### src/rtl/useq_pkg.sv
// Package: shared encodings for the microprogram sequencer.
// Assumes the condition and branch fields are both two bits wide.
package useq_pkg;

    // Test bit chosen by the condition field
    typedef enum logic [1:0] {
        COND_ALWAYS = 2'b00,
        COND_IND    = 2'b01,
        COND_SIGN   = 2'b10,
        COND_ZERO   = 2'b11
    } cond_e;

    // Source of the next control address chosen by the branch field
    typedef enum logic [1:0] {
        BR_JUMP = 2'b00,
        BR_CALL = 2'b01,
        BR_RET  = 2'b10,
        BR_MAP  = 2'b11
    } br_e;

    localparam int COND_W = 2;
    localparam int BR_W   = 2;

endpackage

### src/rtl/useq_cond_sel.sv
// Module: useq_cond_sel
// Chooses one status bit, or constant true, from the condition field.
// Assumes the status inputs are stable for the whole cycle.
module useq_cond_sel
    import useq_pkg::*;
(
    input  cond_e sel,
    input  logic  ind_bit,
    input  logic  ac_sign,
    input  logic  ac_zero,
    output logic  taken
);

    // Purpose: four-way selection of the test bit
    always_comb begin
        case (sel)
            COND_ALWAYS: taken = 1'b1;
            COND_IND:    taken = ind_bit;
            COND_SIGN:   taken = ac_sign;
            COND_ZERO:   taken = ac_zero;
            default:     taken = 1'b0;
        endcase
    end

endmodule

### src/rtl/useq_next_mux.sv
// Module: useq_next_mux
// Forms the next control address from branch type and condition.
// Also raises the return-register write strobe for a taken call.
// Assumes AW >= OW + 2 so that an opcode routine address fits.
module useq_next_mux
    import useq_pkg::*;
#(
    parameter int AW = 7,
    parameter int OW = 4
) (
    input  br_e           br,
    input  logic          taken,
    input  logic [AW-1:0] car,
    input  logic [AW-1:0] ad,
    input  logic [AW-1:0] sbr,
    input  logic [OW-1:0] opc,
    output logic [AW-1:0] nxt,
    output logic [AW-1:0] incr,
    output logic          save
);

    localparam int PAD_W = AW - OW - 2;

    logic [AW-1:0] map_addr;

    // Purpose: combinational incrementer, wraps at the top of the store
    always_comb incr = car + AW'(1);

    // Purpose: routine address = zero pad, opcode, two zero bits
    generate
        if (PAD_W > 0) begin : g_pad
            always_comb map_addr = {{PAD_W{1'b0}}, opc, 2'b00};
        end else begin : g_nopad
            always_comb map_addr = {opc, 2'b00};
        end
    endgenerate

    // Purpose: four-way address multiplexer steered by branch and condition
    always_comb begin
        save = 1'b0;
        case (br)
            BR_JUMP: nxt = taken ? ad : incr;
            BR_CALL: begin
                nxt  = taken ? ad : incr;
                save = taken;
            end
            BR_RET:  nxt = sbr;
            BR_MAP:  nxt = map_addr;
            default: nxt = incr;
        endcase
    end

endmodule

### src/rtl/useq_ret_reg.sv
// Module: useq_ret_reg
// One-deep subroutine return address holder.
// Assumes the write strobe is already qualified by the run enable.
module useq_ret_reg #(
    parameter int AW = 7
) (
    input  logic          clk,
    input  logic          rst_n,
    input  logic          wr_en,
    input  logic [AW-1:0] d,
    output logic [AW-1:0] q
);

    // Purpose: capture the return address on a qualified write
    always_ff @(posedge clk) begin
        if (!rst_n)     q <= '0;
        else if (wr_en) q <= d;
    end

endmodule

### src/rtl/useq_next_addr.sv
// Module: useq_next_addr (top)
// Control address register plus next-address logic for a microprogrammed
// control store. Word layout from the MSB down: micro-op fields (ignored
// here), condition field, branch field, address field.
// Assumes the microinstruction word belongs to the current car value.
module useq_next_addr
    import useq_pkg::*;
#(
    parameter int AW         = 7,
    parameter int OW         = 4,
    parameter int MOP_W      = 3,
    parameter int MOP_N      = 3,
    parameter int RESET_ADDR = 64,
    localparam int UW        = MOP_N * MOP_W + COND_W + BR_W + AW
) (
    input  logic          clk,
    input  logic          rst_n,
    input  logic          run_en,
    input  logic [UW-1:0] uinstr,
    input  logic [OW-1:0] opcode,
    input  logic          ind_bit,
    input  logic          ac_sign,
    input  logic          ac_zero,
    output logic [AW-1:0] car,
    output logic [AW-1:0] next_addr
);

    localparam int BR_LSB   = AW;
    localparam int COND_LSB = AW + BR_W;

    cond_e         f_cond;
    br_e           f_br;
    logic [AW-1:0] f_ad;
    logic          taken;
    logic          save;
    logic [AW-1:0] incr;
    logic [AW-1:0] sbr_q;

    // Purpose: slice the sequencing fields out of the word
    always_comb begin
        f_cond = cond_e'(uinstr[COND_LSB +: COND_W]);
        f_br   = br_e'(uinstr[BR_LSB +: BR_W]);
        f_ad   = uinstr[AW-1:0];
    end

    useq_cond_sel u_cond (
        .sel     (f_cond),
        .ind_bit (ind_bit),
        .ac_sign (ac_sign),
        .ac_zero (ac_zero),
        .taken   (taken)
    );

    useq_next_mux #(.AW(AW), .OW(OW)) u_mux (
        .br    (f_br),
        .taken (taken),
        .car   (car),
        .ad    (f_ad),
        .sbr   (sbr_q),
        .opc   (opcode),
        .nxt   (next_addr),
        .incr  (incr),
        .save  (save)
    );

    useq_ret_reg #(.AW(AW)) u_ret (
        .clk   (clk),
        .rst_n (rst_n),
        .wr_en (save && run_en),
        .d     (incr),
        .q     (sbr_q)
    );

    // Purpose: control address register, loads the fetch start on reset
    always_ff @(posedge clk) begin
        if (!rst_n)      car <= AW'(RESET_ADDR);
        else if (run_en) car <= next_addr;
    end

    // Hold when disabled
    assert_hold_R2: assert property (@(posedge clk) disable iff (!rst_n)
        !run_en |=> ($stable(car) && $stable(sbr_q)));

    // Jump/call with a true condition reaches the address field
    assert_jump_taken_R4: assert property (@(posedge clk) disable iff (!rst_n)
        (run_en && (f_br == BR_JUMP || f_br == BR_CALL) && taken) |=> car == $past(f_ad));

    // Not taken: step by one
    assert_step_R5: assert property (@(posedge clk) disable iff (!rst_n)
        (run_en && (f_br == BR_JUMP || f_br == BR_CALL) && !taken) |=> car == $past(car) + AW'(1));

    // Taken call saves the return address
    assert_call_save_R6: assert property (@(posedge clk) disable iff (!rst_n)
        (run_en && f_br == BR_CALL && taken) |=> sbr_q == $past(car) + AW'(1));

    // Return register untouched except by a taken call
    assert_ret_keep_R7: assert property (@(posedge clk) disable iff (!rst_n)
        !(run_en && f_br == BR_CALL && taken) |=> $stable(sbr_q));

    // Return goes to the saved address
    assert_return_R8: assert property (@(posedge clk) disable iff (!rst_n)
        (run_en && f_br == BR_RET) |=> car == $past(sbr_q));

    // Opcode mapping gives a four-word aligned routine in the lower half
    assert_map_R9: assert property (@(posedge clk) disable iff (!rst_n)
        (run_en && f_br == BR_MAP) |=>
        (car[1:0] == 2'b00 && car[AW-1] == 1'b0 && car[OW+1:2] == $past(opcode)));

endmodule

### config.mk
export PLATFORM = sky130hd
export DESIGN_NAME = useq_next_addr
export DESIGN_NICKNAME = d
export VERILOG_FILES = /design/src/rtl/useq_pkg.sv /design/src/rtl/useq_cond_sel.sv /design/src/rtl/useq_next_mux.sv /design/src/rtl/useq_ret_reg.sv /design/src/rtl/useq_next_addr.sv
export SDC_FILE = /design/constraint.sdc
export NUM_CORES = 1
export LEC_CHECK = 0
export CAP_MARGIN = 25
export CORE_MARGIN = 4
export CORE_UTILIZATION = 54
export DETAILED_ROUTE_END_ITERATION = 16
export DONT_BUFFER_PORTS = 1
export PLACE_DENSITY = 0.82
export SLEW_MARGIN = 20
export SYNTH_ARGS = -nofsm -noshare
export SYNTH_HDL_FRONTEND = slang
export SYNTH_SLANG_ARGS = --single-unit
### constraint.sdc
create_clock -name clk -period 1.6 [get_ports clk]
set_clock_uncertainty 0.05 [all_clocks]
set_input_delay 0.24 -clock clk [delete_from_list [all_inputs] [get_ports clk]]
set_output_delay 0.24 -clock clk [all_outputs]
set_load 0.01 [all_outputs]
Word level (Yosys, flattened, before mapping)
Index checks and enable logic that the tools add are counted.

word-level totals
  register bits after elaboration = 14
  bits of input ports = 30
  output and inout port bits = 14

operators by class
  $add $sub $neg = 1
  equality and inequality tests = 6
  multiplexer cells = 4
  reductions and logical operators = 4

operators with widths
  kind                 count
  $pmux 7 s3           1
  $eq 2x2->1 const B   4
  $add 7x1->7 const B  1
  $mux 7               1
  $eq 2x1->1 const B   2
  $logic_not 2->1      2
  $pmux 1 s4           1
  $reduce_or 2->1      1
  $logic_and 1x1->1    1
  $mux 1               1

Longest topological paths before layout
Gate-level depths: netlist of the first run.

  depth in word-level cells = 4
  gate-level depth with buffers = 5

Hierarchy
Synthesis of the first run repeated with hierarchy kept, for this count alone.

unflattened totals
  cells, all modules = 98
  area, all modules = 902.1 um2

modules (own cells, without submodules)
  module          times used  cells an instance  area an instance (um2)  seq. area each (um2)
  useq_next_mux   1           50                 339.1                   0.0
  useq_next_addr  1           23                 270.3                   140.1
  useq_ret_reg    1           22                 265.3                   140.1
  useq_cond_sel   1           3                  27.5                    0.0

Worst setup path after synthesis of the first run
OpenSTA, ideal clock, no wires.

  path kind = register to output
  from = reg car[0]
  to = out next_addr[6]
  arrival time = 1346 ps
  data required time = 1310 ps
  setup slack = -36 ps
  stages on the path, launching flop included = 6
  cells stage by stage = dfxtp_1 ha_1 nand2_1 nor3_1 nor3_1 o31ai_1

between the ends
  longest elaborated chain between the ends = 3

RTL lines
  what                    line                                      source
  start, declared         useq_next_addr.sv:24                      output logic [AW-1:0] car,
  start signal, assigned  useq_next_addr.sv:76                      if (!rst_n) car <= AW'(RESET_ADDR);
  start signal, assigned  useq_next_addr.sv:77                      else if (run_en) car <= next_addr;
  $add 7x1->7             useq_next_mux.sv:27                       always_comb incr = car + AW'(1);
  $mux 7                  useq_next_mux.sv:42, useq_next_mux.sv:44
  $pmux 7 s3              useq_next_mux.sv:41                       case (br)
  end, declared           useq_next_addr.sv:25                      output logic [AW-1:0] next_addr

No other way between the ends.

Worst setup path after layout of the first run
  from = reg car[0]
  to = out next_addr[4]

Same word-level chain as after synthesis.

==> results of run 1 <==
## path summary, 6_finish.rpt
| kind | start | to | slack (ps) | depth (start not counted) |
|---|---|---|---|---|
| max reg2reg | car[0] | car[5] | 160 | 6 |
| min reg2reg | u_ret.q[5] | u_ret.q[5] | 450 | 2 |
| max | car[0] | next_addr[4] | -240 | 6 |
| min | run_en | car[2] | -9 | 1 |
## what timing repair did
item,4_1_cts,5_1_grt
hold buffers,0,0
pin swaps,8,9
gates resized for setup,21,21
setup endpoints to repair,6,8
setup buffers,5,2
## flip-flops by register name, indices dropped and copies added, names as in the netlist
| signal | flops |
|---|---|
| u_ret.q | 7 |
| car | 7 |
## cell families (layout without fill, tap and decap cells)
kind of cell	Yosys count	after routing	synth area share [%]
compound gates	27	27	21.78
xor+xnor	3	3	2.913
fa+ha+maj	1	1	1.387
buf+inv	8	27	3.883
flops	14	14	31.07
mux	14	14	16.09
simple gates	41	41	22.88
## power groups by stage
stage	clock network [mW]	registers (mW)	logic (mW)
after detailed placement	0	0.394	0.195
after floorplan	0	0.401	0.138
final	0.216	0.398	0.268
after global placement	0	0.393	0.191
after global routing	0.225	0.401	0.286
after CTS	0.204	0.391	0.224
## routing by layer
layer | up-vias | share of wire [%] | GRT usage, %
met4 | 0 | 0.70 | 10.76
met2 | 58 | 51 | 39.13
li1 | 432 | - | -
met5 | - | 0 | 0
met1 | 466 | 39 | 23.23
met3 | 3 | 9.4 | 5.199
## final cells by class
class                      instances  area, µm²  area share (%)
inverter                           3      13.76           1.093
multi-input combinational         86      742.0           58.95
clock buffer                       3      22.52           1.789
tap                               16      20.02           1.590
sequential                        14      291.5           23.16
timing repair buffer              21      168.9           13.42
## through the flow
stage / power, mW / hold WS (ps) / instance area [µm²] / utilization [%] / std cells
after floorplan: 0.5382 / 281.3 / 912.1 / - / 108
after global placement: 0.5843 / 285.7 / 1013 / 65.75 / 133
after detailed placement: 0.5889 / 294.1 / 1013 / 65.75 / 133
after CTS: 0.8187 / 2.518 / 1159 / 75.16 / 141
after global routing: 0.9113 / -8.245 / 1259 / 81.66 / 143
final: 0.8824 / -9.129 / 1259 / 81.66 / 143
## critical path: cells and delay by family, from the launching register on
kind                     cells  cell delay, ps
multiplexers                 1             130
buffers and inverters        1             150
XOR/XNOR                     1             200
AO/OA/AOI/OAI                1             160
adder cells (fa/ha/maj)      1             170
flip-flops                   1             370
AND/OR/NAND/NOR              1              90
## layout by cell type, fill, tap and decap left out, drive strengths merged, types with 4 or more instances in the layout
| cell | Yosys | routed |
|---|---|---|
| dfxtp | 14 | 14 |
| nor3 | 5 | 5 |
| buf | 2 | 21 |
| nor2 | 11 | 11 |
| mux2i | 10 | 10 |
| nor2b | 4 | 4 |
| nand2 | 12 | 12 |
| o21ai | 9 | 9 |
| mux2 | 4 | 4 |
==> impl_metrics.tcl, run 1 <==
set metrics [dict create \
    grt_pass1_wl_um 4153 \
    violations "hold timing, setup timing" \
    cp_data_required_time_ps 1310 \
    synthArstFlopShare_pct 0 \
    ir_worst_vdd_mv 0.6141 \
    switching_power_mw 0.2847 \
    root_buffer "clkbuf_4" \
    end_kind "primary output" \
    syn-cell-area_um2 902.1 \
    antenna_found_initial 0 \
    path_class "register to primary output" \
    clockPowerShare_pct 24.5 \
    drc 0 \
    start_util_pct 58.52 \
    core_area_mm2 0.001541 \
    cp_slowest_cell "dfxtp_4" \
    synth_cell_types 30 \
    yosys_most_used_dff "dfxtp_1" \
    worstPathArrival_ps 1550 \
    synth.most_common_cell "dfxtp_1" \
    synthTopCellsByArea "dfxtp_1, mux2i_1, o21ai_0" \
    synth_seq_cells 14 \
    die_area_mm2 0.002388 \
    ant_nets 0 \
    yosysTopAreaCellShare_pct 31.07 \
    grt_max_degree 19 \
    grt_use_total_pct 21.76 \
    sw_frac_of_total_pct 32.27 \
    clk_pin_slew_ps 80 \
    synth_common_cells "dfxtp_1, nand2_1, nor2_1" \
    dr.pass1.iters 4 \
    wirelength_um 2992 \
    yosysSeqAreaShare_pct 31.07 \
    yosysWarnings 0 \
    setup_ws_ps -242.3 \
    setup_viol 6 \
    p_int_mw 0.5977 \
    start_kind "register" \
    post-route-period-util_pct 115.1 \
    vias_per_cell 6.706 \
    power_per_cell_area_mw_per_mm2 701.0 \
    yosysTopAreaCell "dfxtp_1" \
    fin_setup_tns_ps -881.2 \
    dp_hpwl_um 1676 \
    postSynthCellCount 108 \
    hold_viol 1 \
    clockBufferDepth 2 \
    diodes 0 \
    whs_ps -9.129 \
    finalCriticalPeriod_ps 1842 \
    num_vias 959 \
    rsz0062_at_grt "yes" \
    p_leak_nw 0.4863 \
    tritoncts "yes" \
    place_congestion 0.7988 \
    synthesis.nets 139 \
    nNetsFinal 160 \
    slew_headroom_pct 79.06 \
    cts_sinks 14 \
    wl_per_cell_um 20.92 \
    port_buffers 0 \
    tightest_slew_ps 310.1 \
    hold_path_class "input pin to register" \
    ios 44 \
    crit_fanout 3 \
    areaGrowthSynthToFinish_pct 39.53 \
    outcome "complete, but fails checks" \
    drt_iter0_drc 33 \
    fmax_mhz 542.8 \
    synth_edf_count 0 \
    max_stage_delay_ps 370 \
    grt_pass1_vias 938 \
    syn_area_per_cell_um2 8.353 \
    grt-ovfl-total 0 \
    row_count 14 \
    layout-drive-gt1-share_pct 44.88 \
    pwr-share-seq_pct 45.1 \
    path_cells "ha_4 > nand3_4 > xnor2_2 > mux2i_2 > o21ai_1 > buf_4" \
    cap_viol_max_count 0 \
    clk_latency_ps 300 \
    slew_viol_final 0 \
    fp.dieW_um 48.87 \
    cts_made_buffers 3 \
    place_ws_ps 5.396 \
    htree_levels 1 \
    fillerInstances 80 \
    die_h_um 48.87 \
    pwr-share-comb_pct 30.4 \
]
No activity file was read; power rests on OpenSTA's default activity.
==> inputs of run 2 (changes only) <==
--- a/config.mk
+++ b/config.mk
@@ -5,12 +5,15 @@
 export SDC_FILE = /design/constraint.sdc
 export NUM_CORES = 1
 export LEC_CHECK = 0
+export ABC_AREA = 1
 export CAP_MARGIN = 25
+export CORE_ASPECT_RATIO = 0.9
 export CORE_MARGIN = 4
-export CORE_UTILIZATION = 54
+export CORE_UTILIZATION = 55
 export DETAILED_ROUTE_END_ITERATION = 16
 export DONT_BUFFER_PORTS = 1
-export PLACE_DENSITY = 0.82
+export PLACE_DENSITY = 0.83
+export SKIP_CTS_REPAIR_TIMING = 1
 export SLEW_MARGIN = 20
 export SYNTH_ARGS = -nofsm -noshare
 export SYNTH_HDL_FRONTEND = slang
==> run 2 against run 1 <==
The run ends with setup timing left. Sequential cell count stayed put. Count of clock-buffer cells in the layout increased by 1. Final cell count grew 36%. Hold slack better by 24 ps. Fmax rose by 11%. Cell area down 5.8%. Largest power group unchanged.
==> impl_metrics.tcl, run 2 <==
set metrics [dict create \
    outcome "complete, but fails checks" \
    violations "setup timing" \
    dr.pass1.iters 5 \
    synth_common_cells "nand2_1, inv_1, nand3_1" \
    reg2regPathDepth 12 \
    syn_area_per_cell_um2 6.120 \
    cap_viol_max_count 0 \
    synthTopCellsByArea "dfxtp_1, nand2_1, nand3_1" \
    ant_nets 0 \
    layout-drive-gt1-share_pct 30.41 \
    clockPowerShare_pct 29.9 \
    drt_iter0_drc 35 \
    postSynthCellCount 166 \
    largestRegisters "car: 7 flops, u_ret.q: 7 flops" \
    fp.dieW_um 53.31 \
    yosysWarnings 0 \
    wl_per_cell_um 13.62 \
    cts_made_buffers 3 \
    pwr-share-comb_pct 23.9 \
    grt_max_degree 15 \
    nNetsFinal 203 \
    final_cell_mix "nand2_1, inv_1, nand3_1" \
    power_per_cell_area_mw_per_mm2 717.2 \
    synthesis.nets 197 \
    rsz0062_at_grt "yes" \
    place_congestion 0.8536 \
    ir_worst_vdd_mv 0.4848 \
    use_met2_pct 33.47 \
    whs_endpoint "car[6]" \
    start_kind "register" \
    synth_edf_count 0 \
    syn-cell-area_mm2 0.001016 \
    hold_viol 0 \
    fillerInstances 170 \
    drc 0 \
    clk_pin_slew_ps 90 \
    place_area_mm2 0.001050 \
    htree_levels 1 \
    crit_fanout 5 \
    grt-ovfl-total 0 \
    met1_usage_pct 25.51 \
    final_cells 195 \
    final_core_util_pct 69.10 \
    yosysTopAreaCell "dfxtp_1" \
    dp_hpwl_um 1980 \
    regToRegSetupSlack_ps 200 \
    ios 44 \
    min_from "run_en" \
    worstPathArrival_ps 1360 \
    pwr-share-seq_pct 46.2 \
    wirelength_um 2656 \
    whs_path_depth 2 \
    die_area_mm2 0.002600 \
    worstReg2RegEnd "car[4]" \
    post-route-cell-area_mm2 0.001186 \
    slew_headroom_pct 61.26 \
    row_count 14 \
    yosysTopAreaCellShare_pct 27.59 \
    setup_viol 2 \
    port_buffers 0 \
    diodes 0 \
    yosysSeqAreaShare_pct 27.59 \
    met3_usage_pct 4.587 \
    grt_pass1_wl_um 4071 \
    hold_path_class "input pin to register" \
    path_class "register to primary output" \
    grt_use_total_pct 20.49 \
    cp_data_required_time_ps 1310 \
    finalPower_mw 0.8507 \
    areaGrowthSynthToFinish_pct 16.75 \
    fmax_mhz 604.3 \
    cts_sinks 14 \
    antenna_found_initial 0 \
    tightest_slew_ps 580.5 \
    grt_pass1_vias 1005 \
    vias_per_cell 5.482 \
    setup_ws_ps -54.72 \
    post-route-period-util_pct 103.4 \
    post-place-cells 190 \
    switching_power_mw 0.2756 \
    p_leak_nw 0.5941 \
    clockBufferDepth 2 \
    synth_cell_types 20 \
    core_area_mm2 0.001717 \
    p_int_mw 0.5751 \
    mostFrequentLayoutCell "nand2_1" \
    slew_viol_final 0 \
    end_kind "primary output" \
    whs_ps 14.64 \
    rr_startpoint "car[1]" \
    yosys_most_used_dff "dfxtp_1" \
    sw_frac_of_total_pct 32.40 \
    clk_latency_ps 280 \
    place_ws_ps 143.4 \
    tritoncts "yes" \
    num_vias 1069 \
    synth.most_common_cell "nand2_1" \
    synth_seq_cells 14 \
    die_h_um 48.78 \
    start_util_pct 59.18 \
    root_buffer "clkbuf_4" \
    finalCriticalPeriod_ps 1655 \
    fin_setup_tns_ps -84.76 \
    busiest_layer "met2" \
    synthArstFlopShare_pct 0 \
]
-- run 2: critical path, cell delays in order (launching register included) --
cell,delay [ps]
dfxtp_4,370
ha_4,160
nand2_4,60
inv_4,70
nand3_2,60
nand2_2,90
nand2_1,50
nand2_1,70
nand2_2,60
nand2_2,90
-- run 2: layout make-up --
class	instances	area [µm²]	area share, %
tap	24	30.03	2.532
clock buffer	4	36.28	3.059
timing repair buffer	3	30.03	2.532
sequential	14	294.0	24.79
multi-input combinational	122	683.2	57.59
inverter	28	112.6	9.494
-- run 2: cell families after synthesis --
family | synth area share [%]
flops | 27.59
fa+ha+maj | 1.231
simple gates | 49.75
compound gates | 9.483
buf+inv | 11.95
-- run 2: how the worst max path moves through the flow --
stage | start | to | slack, ps | depth (start not counted)
finish | car[1] | next_addr[4] | -50 | 9
global route | car[4] | next_addr[6] | -160 | 7
floorplan | car[0] | next_addr[4] | 130 | 9
CTS | car[1] | next_addr[4] | -170 | 9
global placement | car[0] | next_addr[4] | 160 | 9
detailed placement | car[0] | next_addr[4] | 140 | 9
-- run 2: routing by layer --
| layer | routed length, µm | share of wire (%) |
|---|---|---|
| met5 | 0 | 0 |
| met4 | 10 | 0.38 |
| met3 | 310 | 12 |
| met2 | 1224 | 46 |
| met1 | 1111 | 42 |
-- run 2: power groups by stage --
stage               combinational, mW  sequential, mW  clock, mW
finish                          0.203           0.393      0.254
global route                    0.224           0.397      0.282
CTS                             0.182           0.388      0.259
detailed placement              0.181           0.396          0
global placement                0.175           0.395          0
floorplan                       0.147           0.396          0
==> inputs of run 3 (changes only) <==
--- a/config.mk
+++ b/config.mk
@@ -8,7 +8,6 @@
 export ABC_AREA = 1
 export CAP_MARGIN = 25
 export CORE_ASPECT_RATIO = 0.9
-export CORE_MARGIN = 4
 export CORE_UTILIZATION = 55
 export DETAILED_ROUTE_END_ITERATION = 16
 export DONT_BUFFER_PORTS = 1
==> run 3 against run 2 <==
The flow finishes with violations (hold timing, setup timing). Critical endpoint unchanged. Sequential power hardly changed. Non-clock buffer count is 3 higher. Core utilization is 2.7 points higher.
==> impl_metrics.tcl, run 3 (synthesis results as in run 2) <==
set metrics [dict create \
    slew_viol_final 0 \
    grt_max_degree 15 \
    drt_iter0_drc 32 \
    ir_worst_vdd_mv 0.5009 \
    port_buffers 0 \
    tritoncts "yes" \
    hold_path_class "input pin to register" \
    fillerInstances 148 \
    antenna_found_initial 0 \
    post-route-cell-area_mm2 0.001220 \
    diodes 0 \
    num_vias 1136 \
    grt-ovfl-total 0 \
    path_class "register to primary output" \
    finalCriticalPeriod_ps 1716 \
    fp.dieW_um 47.31 \
    worstPathArrival_ps 1430 \
    cp_data_required_time_ps 1310 \
    setup_viol 5 \
    end_kind "primary output" \
    cap_viol_max_count 0 \
    max_stage_delay_ps 370 \
    vias_per_cell 5.737 \
    root_buffer "clkbuf_4" \
    start_kind "register" \
    largestRegisters "car: 7 flops, u_ret.q: 7 flops" \
    drc 0 \
    hold_viol 1 \
    whs_ps -3.972 \
    core_area_mm2 0.001699 \
    dp_hpwl_um 1821 \
    layout-drive-gt1-share_pct 32.76 \
    grt_use_total_pct 26.63 \
    nNetsFinal 206 \
    cp_slowest_cell "dfxtp_2" \
    place_area_mm2 0.001050 \
    path_cells "ha_4 > nand2_4 > inv_4 > nand3_2 > nand2_2 > nand2_1 > nand2_1 > nand2_1 > nand2_2" \
    clk_pin_slew_ps 90 \
    post-route-period-util_pct 107.2 \
    power_per_cell_area_mw_per_mm2 720.8 \
    met3_usage_pct 5.106 \
    p_leak_nw 0.6125 \
    met1_usage_pct 34.66 \
    clockBufferDepth 2 \
    crit_fanout 5 \
    rsz0062_at_grt "yes" \
    ios 44 \
    place_congestion 0.8418 \
    critical_path.top_delay_family "simple AND/OR/NAND/NOR gates" \
    fmax_mhz 582.9 \
    mostFrequentLayoutCell "nand2_1" \
    row_count 14 \
    outcome "complete, but fails checks" \
    final_core_util_pct 71.80 \
    grt_pass1_wl_um 3864 \
    setup_ws_ps -115.7 \
    cts_made_buffers 3 \
    start_util_pct 59.79 \
    dr.pass1.iters 4 \
    cp_common_cell "nand2_1" \
    wl_per_cell_um 14.47 \
    htree_levels 1 \
    fin_setup_tns_ps -308.4 \
    ant_nets 0 \
    tightest_slew_ps 580.7 \
    violations "hold timing, setup timing" \
    slew_headroom_pct 61.24 \
    grt_pass1_vias 959 \
    die_h_um 42.78 \
    wirelength_um 2865 \
    post-place-cells 190 \
    final_cell_mix "nand2_1, inv_1, nand3_1" \
    cts_sinks 14 \
    areaGrowthSynthToFinish_pct 20.07 \
    path_buf_inv 1 \
    die_area_mm2 0.002023 \
    busiest_layer "met2" \
    clk_latency_ps 290 \
    use_met2_pct 41.92 \
    final_cells 198 \
]
-- run 3: cell types whose count changed in the layout (fill, tap and decap cells not counted) --
cell     previous run  this run
nand3_2             3         5
nand3_1            19        17
buf_4               1         3
dfxtp_2             2         3
buf_6               2         3
dfxtp_4             3         2
-- run 3: worst paths after layout --
check        startpoint  cells after the start  slack [ps]           end
min reg2reg  u_ret.q[1]                      2         430    u_ret.q[1]
max              car[0]                      9        -120  next_addr[4]
max reg2reg      car[0]                     10         220        car[3]
min              run_en                      2          -4        car[6]
-- run 3: power breakdown --
group	total, mW	internal [mW]	switching [mW]
sequential	0.396	0.367	0.0289
clock	0.271	0.139	0.132
combinational	0.213	0.0745	0.138
total	0.879	0.580	0.299
-- run 3: area by class of cell --
cell class	instances	area, µm²	share of cell area, %
clock buffer	4	36.28	2.974
tap	24	30.03	2.462
timing repair buffer	6	56.30	4.615
inverter	28	112.6	9.231
sequential	14	291.5	23.90
multi-input combinational	122	693.2	56.82
-- run 3: layer usage --
layer	wire [µm]	up-vias
met5	0	-
met3	199	11
met2	1406	56
met1	1171	528
met4	88	0
li1	-	541
-- run 3: through the flow --
| step | worst slack [ps] | total power [mW] | hold WS (ps) |
|---|---|---|---|
| 3_3_place_gp | 170.3 | 0.5709 | 301.6 |
| 6_report | -115.7 | 0.8794 | -3.972 |
| 4_1_cts | -184.7 | 0.8359 | 3.873 |
| 2_1_floorplan | 130.5 | 0.5427 | 405.5 |
| 5_1_grt | -173.6 | 0.9158 | 5.063 |
| 3_5_place_dp | 142.4 | 0.5752 | 304.2 |
